### src/rtl/frame_seq_pkg.sv
package frame_seq_pkg;
    typedef enum logic [1:0] {
        ST_IDLE = 2'd0,
        ST_PUSH = 2'd1,
        ST_POP  = 2'd2
    } seq_state_e;

    localparam logic MODE_ENTRY = 1'b0;
    localparam logic MODE_EXIT  = 1'b1;
endpackage

### src/rtl/frame_seq_agu.sv
module frame_seq_agu #(
    parameter int XLEN       = 32,
    parameter int IMM_W      = 5,
    parameter int WORD_BYTES = 4
) (
    input  logic [XLEN-1:0]  base,
    input  logic [IMM_W-1:0] imm,
    output logic [XLEN-1:0]  step_dn,
    output logic [XLEN-1:0]  step_up,
    output logic [XLEN-1:0]  frame_dn,
    output logic [XLEN-1:0]  frame_up
);
    localparam int SH = $clog2(WORD_BYTES);
    localparam logic [XLEN-1:0] STEP = XLEN'(WORD_BYTES);

    logic [XLEN-1:0] frame_bytes;

    always_comb begin
        frame_bytes = XLEN'(imm) << SH;
        step_dn     = base - STEP;
        step_up     = base + STEP;
        frame_dn    = base - frame_bytes;
        frame_up    = base + frame_bytes;
    end
endmodule

### src/rtl/frame_seq_pick.sv
module frame_seq_pick #(
    parameter int NREG  = 12,
    parameter int IDX_W = $clog2(NREG)
) (
    input  logic [NREG-1:0]  pend,
    input  logic             from_top,
    output logic             any,
    output logic [IDX_W-1:0] idx
);
    logic [IDX_W-1:0] lo_idx;
    logic [IDX_W-1:0] hi_idx;

    always_comb begin
        lo_idx = '0;
        for (int i = NREG - 1; i >= 0; i--) begin
            if (pend[i]) lo_idx = IDX_W'(i);
        end
        hi_idx = '0;
        for (int i = 0; i < NREG; i++) begin
            if (pend[i]) hi_idx = IDX_W'(i);
        end
        any = |pend;
        idx = from_top ? hi_idx : lo_idx;
    end
endmodule

### src/rtl/frame_seq.sv
module frame_seq
    import frame_seq_pkg::*;
#(
    parameter int NREG       = 12,
    parameter int FIRST_REG  = 20,
    parameter int XLEN       = 32,
    parameter int IMM_W      = 5,
    parameter int RIDX_W     = 5,
    parameter int WORD_BYTES = 4
) (
    input  logic              clk,
    input  logic              rst_n,
    input  logic              start,
    input  logic              mode,
    input  logic [NREG-1:0]   list_mask,
    input  logic [IMM_W-1:0]  frame_imm,
    input  logic [RIDX_W-1:0] jump_reg,
    input  logic [XLEN-1:0]   sp_in,
    output logic [RIDX_W-1:0] reg_addr,
    input  logic [XLEN-1:0]   reg_rdata,
    output logic              reg_we,
    output logic [XLEN-1:0]   reg_wdata,
    output logic              mem_req,
    output logic              mem_we,
    output logic [XLEN-1:0]   mem_addr,
    output logic [XLEN-1:0]   mem_wdata,
    input  logic [XLEN-1:0]   mem_rdata,
    input  logic              mem_ready,
    output logic              busy,
    output logic              done,
    output logic [XLEN-1:0]   sp_out,
    output logic              pc_valid,
    output logic [XLEN-1:0]   pc_out
);
    localparam int IDX_W = $clog2(NREG);
    localparam logic [RIDX_W-1:0] BASE_IDX = RIDX_W'(FIRST_REG);

    typedef struct packed {
        seq_state_e        st;
        logic [NREG-1:0]   pend;
        logic [IMM_W-1:0]  imm;
        logic [RIDX_W-1:0] jreg;
        logic [XLEN-1:0]   sp;
        logic              done;
        logic              pcv;
        logic [XLEN-1:0]   pc;
    } seq_t;

    localparam seq_t SEQ_RESET = '0;

    seq_t q, d;

    logic [XLEN-1:0]  agu_base;
    logic [IMM_W-1:0] agu_imm;
    logic [XLEN-1:0]  sp_step_dn, sp_step_up, sp_frame_dn, sp_frame_up;
    logic             pick_any;
    logic [IDX_W-1:0] pick_idx;
    logic             idle;

    assign idle     = (q.st == ST_IDLE);
    assign agu_base = idle ? sp_in : q.sp;
    assign agu_imm  = idle ? frame_imm : q.imm;

    frame_seq_agu #(
        .XLEN(XLEN), .IMM_W(IMM_W), .WORD_BYTES(WORD_BYTES)
    ) u_agu (
        .base    (agu_base),
        .imm     (agu_imm),
        .step_dn (sp_step_dn),
        .step_up (sp_step_up),
        .frame_dn(sp_frame_dn),
        .frame_up(sp_frame_up)
    );

    frame_seq_pick #(
        .NREG(NREG), .IDX_W(IDX_W)
    ) u_pick (
        .pend    (q.pend),
        .from_top(q.st == ST_POP),
        .any     (pick_any),
        .idx     (pick_idx)
    );

    always_comb begin
        d         = q;
        d.done    = 1'b0;
        d.pcv     = 1'b0;
        reg_addr  = '0;
        reg_we    = 1'b0;
        reg_wdata = '0;
        mem_req   = 1'b0;
        mem_we    = 1'b0;
        mem_addr  = '0;
        mem_wdata = '0;

        unique case (q.st)
            ST_IDLE: begin
                // The jump register is read here so an empty exit can finish at once.
                reg_addr = jump_reg;
                if (start) begin
                    d.pend = list_mask;
                    d.imm  = frame_imm;
                    d.jreg = jump_reg;
                    if (mode == MODE_ENTRY) begin
                        if (list_mask == '0) begin
                            d.sp   = sp_frame_dn;
                            d.done = 1'b1;
                        end else begin
                            d.sp = sp_in;
                            d.st = ST_PUSH;
                        end
                    end else begin
                        // Exit moves past the local area before any load.
                        d.sp = sp_frame_up;
                        if (list_mask == '0) begin
                            d.done = 1'b1;
                            if (jump_reg != '0) begin
                                d.pcv = 1'b1;
                                d.pc  = reg_rdata;
                            end
                        end else begin
                            d.st = ST_POP;
                        end
                    end
                end
            end
            ST_PUSH: begin
                if (pick_any) begin
                    mem_req   = 1'b1;
                    mem_we    = 1'b1;
                    mem_addr  = sp_step_dn;
                    reg_addr  = BASE_IDX + RIDX_W'(pick_idx);
                    mem_wdata = reg_rdata;
                    if (mem_ready) begin
                        d.sp             = sp_step_dn;
                        d.pend[pick_idx] = 1'b0;
                    end
                end else begin
                    d.sp   = sp_frame_dn;
                    d.done = 1'b1;
                    d.st   = ST_IDLE;
                end
            end
            ST_POP: begin
                if (pick_any) begin
                    mem_req  = 1'b1;
                    mem_we   = 1'b0;
                    mem_addr = q.sp;
                    if (mem_ready) begin
                        reg_we           = 1'b1;
                        reg_addr         = BASE_IDX + RIDX_W'(pick_idx);
                        reg_wdata        = mem_rdata;
                        d.sp             = sp_step_up;
                        d.pend[pick_idx] = 1'b0;
                    end
                end else begin
                    reg_addr = q.jreg;
                    if (q.jreg != '0) begin
                        d.pcv = 1'b1;
                        d.pc  = reg_rdata;
                    end
                    d.done = 1'b1;
                    d.st   = ST_IDLE;
                end
            end
            default: d = SEQ_RESET;
        endcase
    end

    always_ff @(posedge clk or negedge rst_n) begin
        if (!rst_n) q <= SEQ_RESET;
        else        q <= d;
    end

    assign busy     = !idle;
    assign done     = q.done;
    assign sp_out   = q.sp;
    assign pc_valid = q.pcv;
    assign pc_out   = q.pc;
endmodule

### config.mk
export PLATFORM = sky130hd
export DESIGN_NAME = frame_seq
export DESIGN_NICKNAME = d
export VERILOG_FILES = /design/src/rtl/frame_seq_pkg.sv /design/src/rtl/frame_seq_agu.sv /design/src/rtl/frame_seq_pick.sv /design/src/rtl/frame_seq.sv
export SDC_FILE = /design/constraint.sdc
export NUM_CORES = 1
export LEC_CHECK = 0
export ABC_AREA = 0
export CAP_MARGIN = 30
export CORE_UTILIZATION = 53
export DETAILED_ROUTE_END_ITERATION = 8
export PLACE_DENSITY = 0.92
export SLEW_MARGIN = 20
export SYNTH_ARGS = -nofsm -noshare
export SYNTH_HDL_FRONTEND = slang
export SYNTH_HIERARCHICAL = 1
export SYNTH_SLANG_ARGS = --single-unit
### constraint.sdc
create_clock -name clk -period 10.3 [get_ports clk]
set_input_delay 2.06 -clock clk [delete_from_list [all_inputs] [get_ports clk]]
set_output_delay 2.06 -clock clk [all_outputs]
set_load 0.005 [all_outputs]
==> results.json <==
{
  "status": "finished with violations",
  "violations": "design-rule violations",
  "grt_pass1_wl_mm": 54.9,
  "via_per_inst": 6.67,
  "timing_worst_setup_path_type": "in2out",
  "tns_ns": 0,
  "grt_max_degree": 70,
  "layout-area-overhead-vs-synth_pct": 26.0,
  "cpMostUsedCell": "clkdlybuf4s50_1",
  "die_area_um2": 19400,
  "cts_resized": 0,
  "core-area_um2": 18200,
  "drt_iter0_drc": 1296,
  "cts_htree_levels": 3,
  "synth_edf_count": 0,
  "vias": 10594,
  "grt_pass1_vias": 10130,
  "slowest_delay_ns": 0.54,
  "critPathArrivalTime_ns": 5.85,
  "worstHoldPathType": "reg2reg",
  "syn-num-nets": 1376,
  "yosys.area_share.simple": 0.225,
  "ys_ff_latch": 90,
  "p_sw_mw": 2.02,
  "hold_viol_final": 0,
  "start_util": 0.550,
  "max_freq_mhz": 126,
  "cts_hold_buf": 0,
  "crit_required_ns": 8.24,
  "drive_gt1_frac": 0.0882,
  "synth_top_family_by_area": "compound AO/OA/AOI/OAI gates",
  "power.density_nw_per_um2": 318,
  "ant_nets": 0,
  "yosysSeqAreaShare": 0.225,
  "relSlewSlack": 0.308,
  "slew_violations": 0,
  "p_clk_frac": 0.090,
  "crit_family": "simple AND/OR/NAND/NOR gates",
  "combPwrFrac": 0.767,
  "crit_chain": "clkdlybuf4s50_1 > mux2_2 > inv_1 > ha_1 > or4b_4 > or3_1 > nor2_1 > nand2_1 > xnor2_1 > a22oi_1 > nor2b_1 > clkdlybuf4s50_1",
  "max_cap_violations": 0,
  "gp_congestion": 0.999,
  "whs_ns": 0.518,
  "hp-start": "q[72]",
  "totalPowerFinal_mw": 4.00,
  "skew_ns": 0.0173,
  "die_w_um": 139,
  "root_buffer": "clkbuf_16",
  "place_hpwl_mm": 24.5,
  "clk_latency_ns": 0.37,
  "drcViolationCount": 9,
  "yosys_warnings": 6,
  "avgRoutedWirePerCell_um": 22.2,
  "syn-cell-area_um2": 10000,
  "post-route-period-util": 0.768,
  "yosys_most_used_dff": "dfrtp_1",
  "row_count": 49,
  "wirelength_mm": 35.3,
  "critPathLaunchType": "input port",
  "cts_buffers": 9,
  "r2r_start": "q[88]",
  "clkSinkCount": 90,
  "synthArstFlopShare": 1.00,
  "synth_cells": 1231,
  "instances_no_fill": 1589,
  "globalRoute.totalOverflow": 0,
  "cp_max_fo": 9,
  "p_int_mw": 1.98,
  "cts.reportedPaths.clkPinSlew_ns": 0.08,
  "synthAdderAreaFrac": 0.0290,
  "critPathCaptureType": "primary output",
  "drtPass1Iterations": 9,
  "switching_share": 0.505,
  "cts_buffer_depth": 2,
  "peakVddDrop_mv": 0.212,
  "rsz0062_at_grt": "false",
  "cp-startpoint": "sp_in[3]",
  "die_y_um": 139,
  "worstMarginPinSlew_ns": 1.03,
  "crit_slowest_cell": "or3_1",
  "period_minus_slack_ns": 7.91,
  "synth_cell_types": 64,
  "gr-usage-all-layers": 0.355,
  "leakagePower_nw": 4.93,
  "final_common_cell": "clkdlybuf4s50_1",
  "diodes": 0,
  "tritoncts": "yes",
  "layout.nets": 1500,
  "synth_xor_xnor_area_share": 0.0937,
  "antenna_found_initial": 1,
  "postCtsSetupBuffers": 0,
  "synth_compound_area_frac": 0.233,
  "pwr-share-seq": 0.142,
  "syn_area_per_cell_um2": 8.13,
  "synth.area.mux_share": 0.0730,
  "crit_buf_inv": 3,
  "final_cell_mix": "292 x clkdlybuf4s50_1, 121 x nand2_1, 90 x dfrtp_1, 64 x mux2_2",
  "dp_cells": 1572,
  "port_buffers": 293,
  "io_pins": 294,
  "setup_viol": 0
}
## layout make-up
| type | count | area [um^2] |
|---|---|---|
| Tap cell | 229 | 287 |
| Clock buffer | 9 | 225 |
| Sequential cell | 90 | 2250 |
| Inverter | 31 | 116 |
| Timing Repair Buffer | 311 | 3080 |
| Multi-Input combinational cell | 912 | 6560 |
| Clock inverter | 7 | 85.1 |
| Fill cell | 1463 | 5600 |
## cell usage after synthesis, types with 20 or more instances
cell	count	area, um^2
nand2_1	122	458
o211ai_1	33	248
buf_4	74	556
a22o_1	38	333
ha_1	20	250
and3_1	43	269
o21ai_0	33	165
o311ai_0	32	280
and2_1	40	250
nor2b_1	44	275
a32o_1	34	340
a222oi_1	37	370
clkbuf_1	91	342
a21oi_1	22	110
xnor2_1	55	482
inv_1	31	116
a22oi_1	32	240
nor2_1	56	210
nor3_1	28	140
xor2_1	52	455
dfrtp_1	90	2250
mux2_2	64	721
## final timing paths
check	endpoint	slack [ns]	depth (start not counted)
min reg2reg	q[72]	0.52	1
min	q[72]	0.52	1
max in group asynchronous	q[80]	7.51	2
max	mem_addr[18]	2.39	12
min in group asynchronous	sp_out[11]	1.60	1
max reg2reg	sp_out[16]	5.23	15
## sequential cells by signal, indices dropped and copies added, names as in the netlist
name      cells
pc_out       32
q            24
sp_out       32
done          1
pc_valid      1
## per-stage QoR
step	util	worst slack, ns	instance area, um^2
6_report	0.692	2.39	12600
3_3_place_gp	0.672	2.52	12200
4_1_cts	0.691	2.50	12600
5_1_grt	0.692	2.29	12600
2_1_floorplan	-	3.75	10000
3_5_place_dp	0.674	2.50	12300
## per-layer routing
metal / routed length, um / global-route usage / vias up / share of wire
li1: - / - / 4691 / -
met1: 13600 / 0.453 / 4952 / 0.39
met2: 16100 / 0.570 / 802 / 0.46
met3: 4040 / 0.0812 / 147 / 0.11
met4: 1490 / 0.163 / 2 / 0.042
met5: 13 / 0 / - / 0.00037
## power groups by stage
stage                     combinational (mW)  clock, mW  sequential [mW]
after global routing                    3.27      0.379            0.584
after CTS                               2.99      0.360            0.566
final                                   3.07      0.361            0.570
after floorplan                         2.18          0            0.537
after detailed placement                2.97          0            0.571
after global placement                  2.90          0            0.568
## logic make-up (layout without fill, tap and decap cells)
kind of cell,Yosys count,after routing
AOI/OAI and AO/OA,292,292
and+or+nand+nor,426,426
buffers and inverters,229,358
xor gates and xnor gates,107,107
DFF,90,90
adders and majority gates,22,22
muxes,65,65
Power figures use the tool's default switching activity.
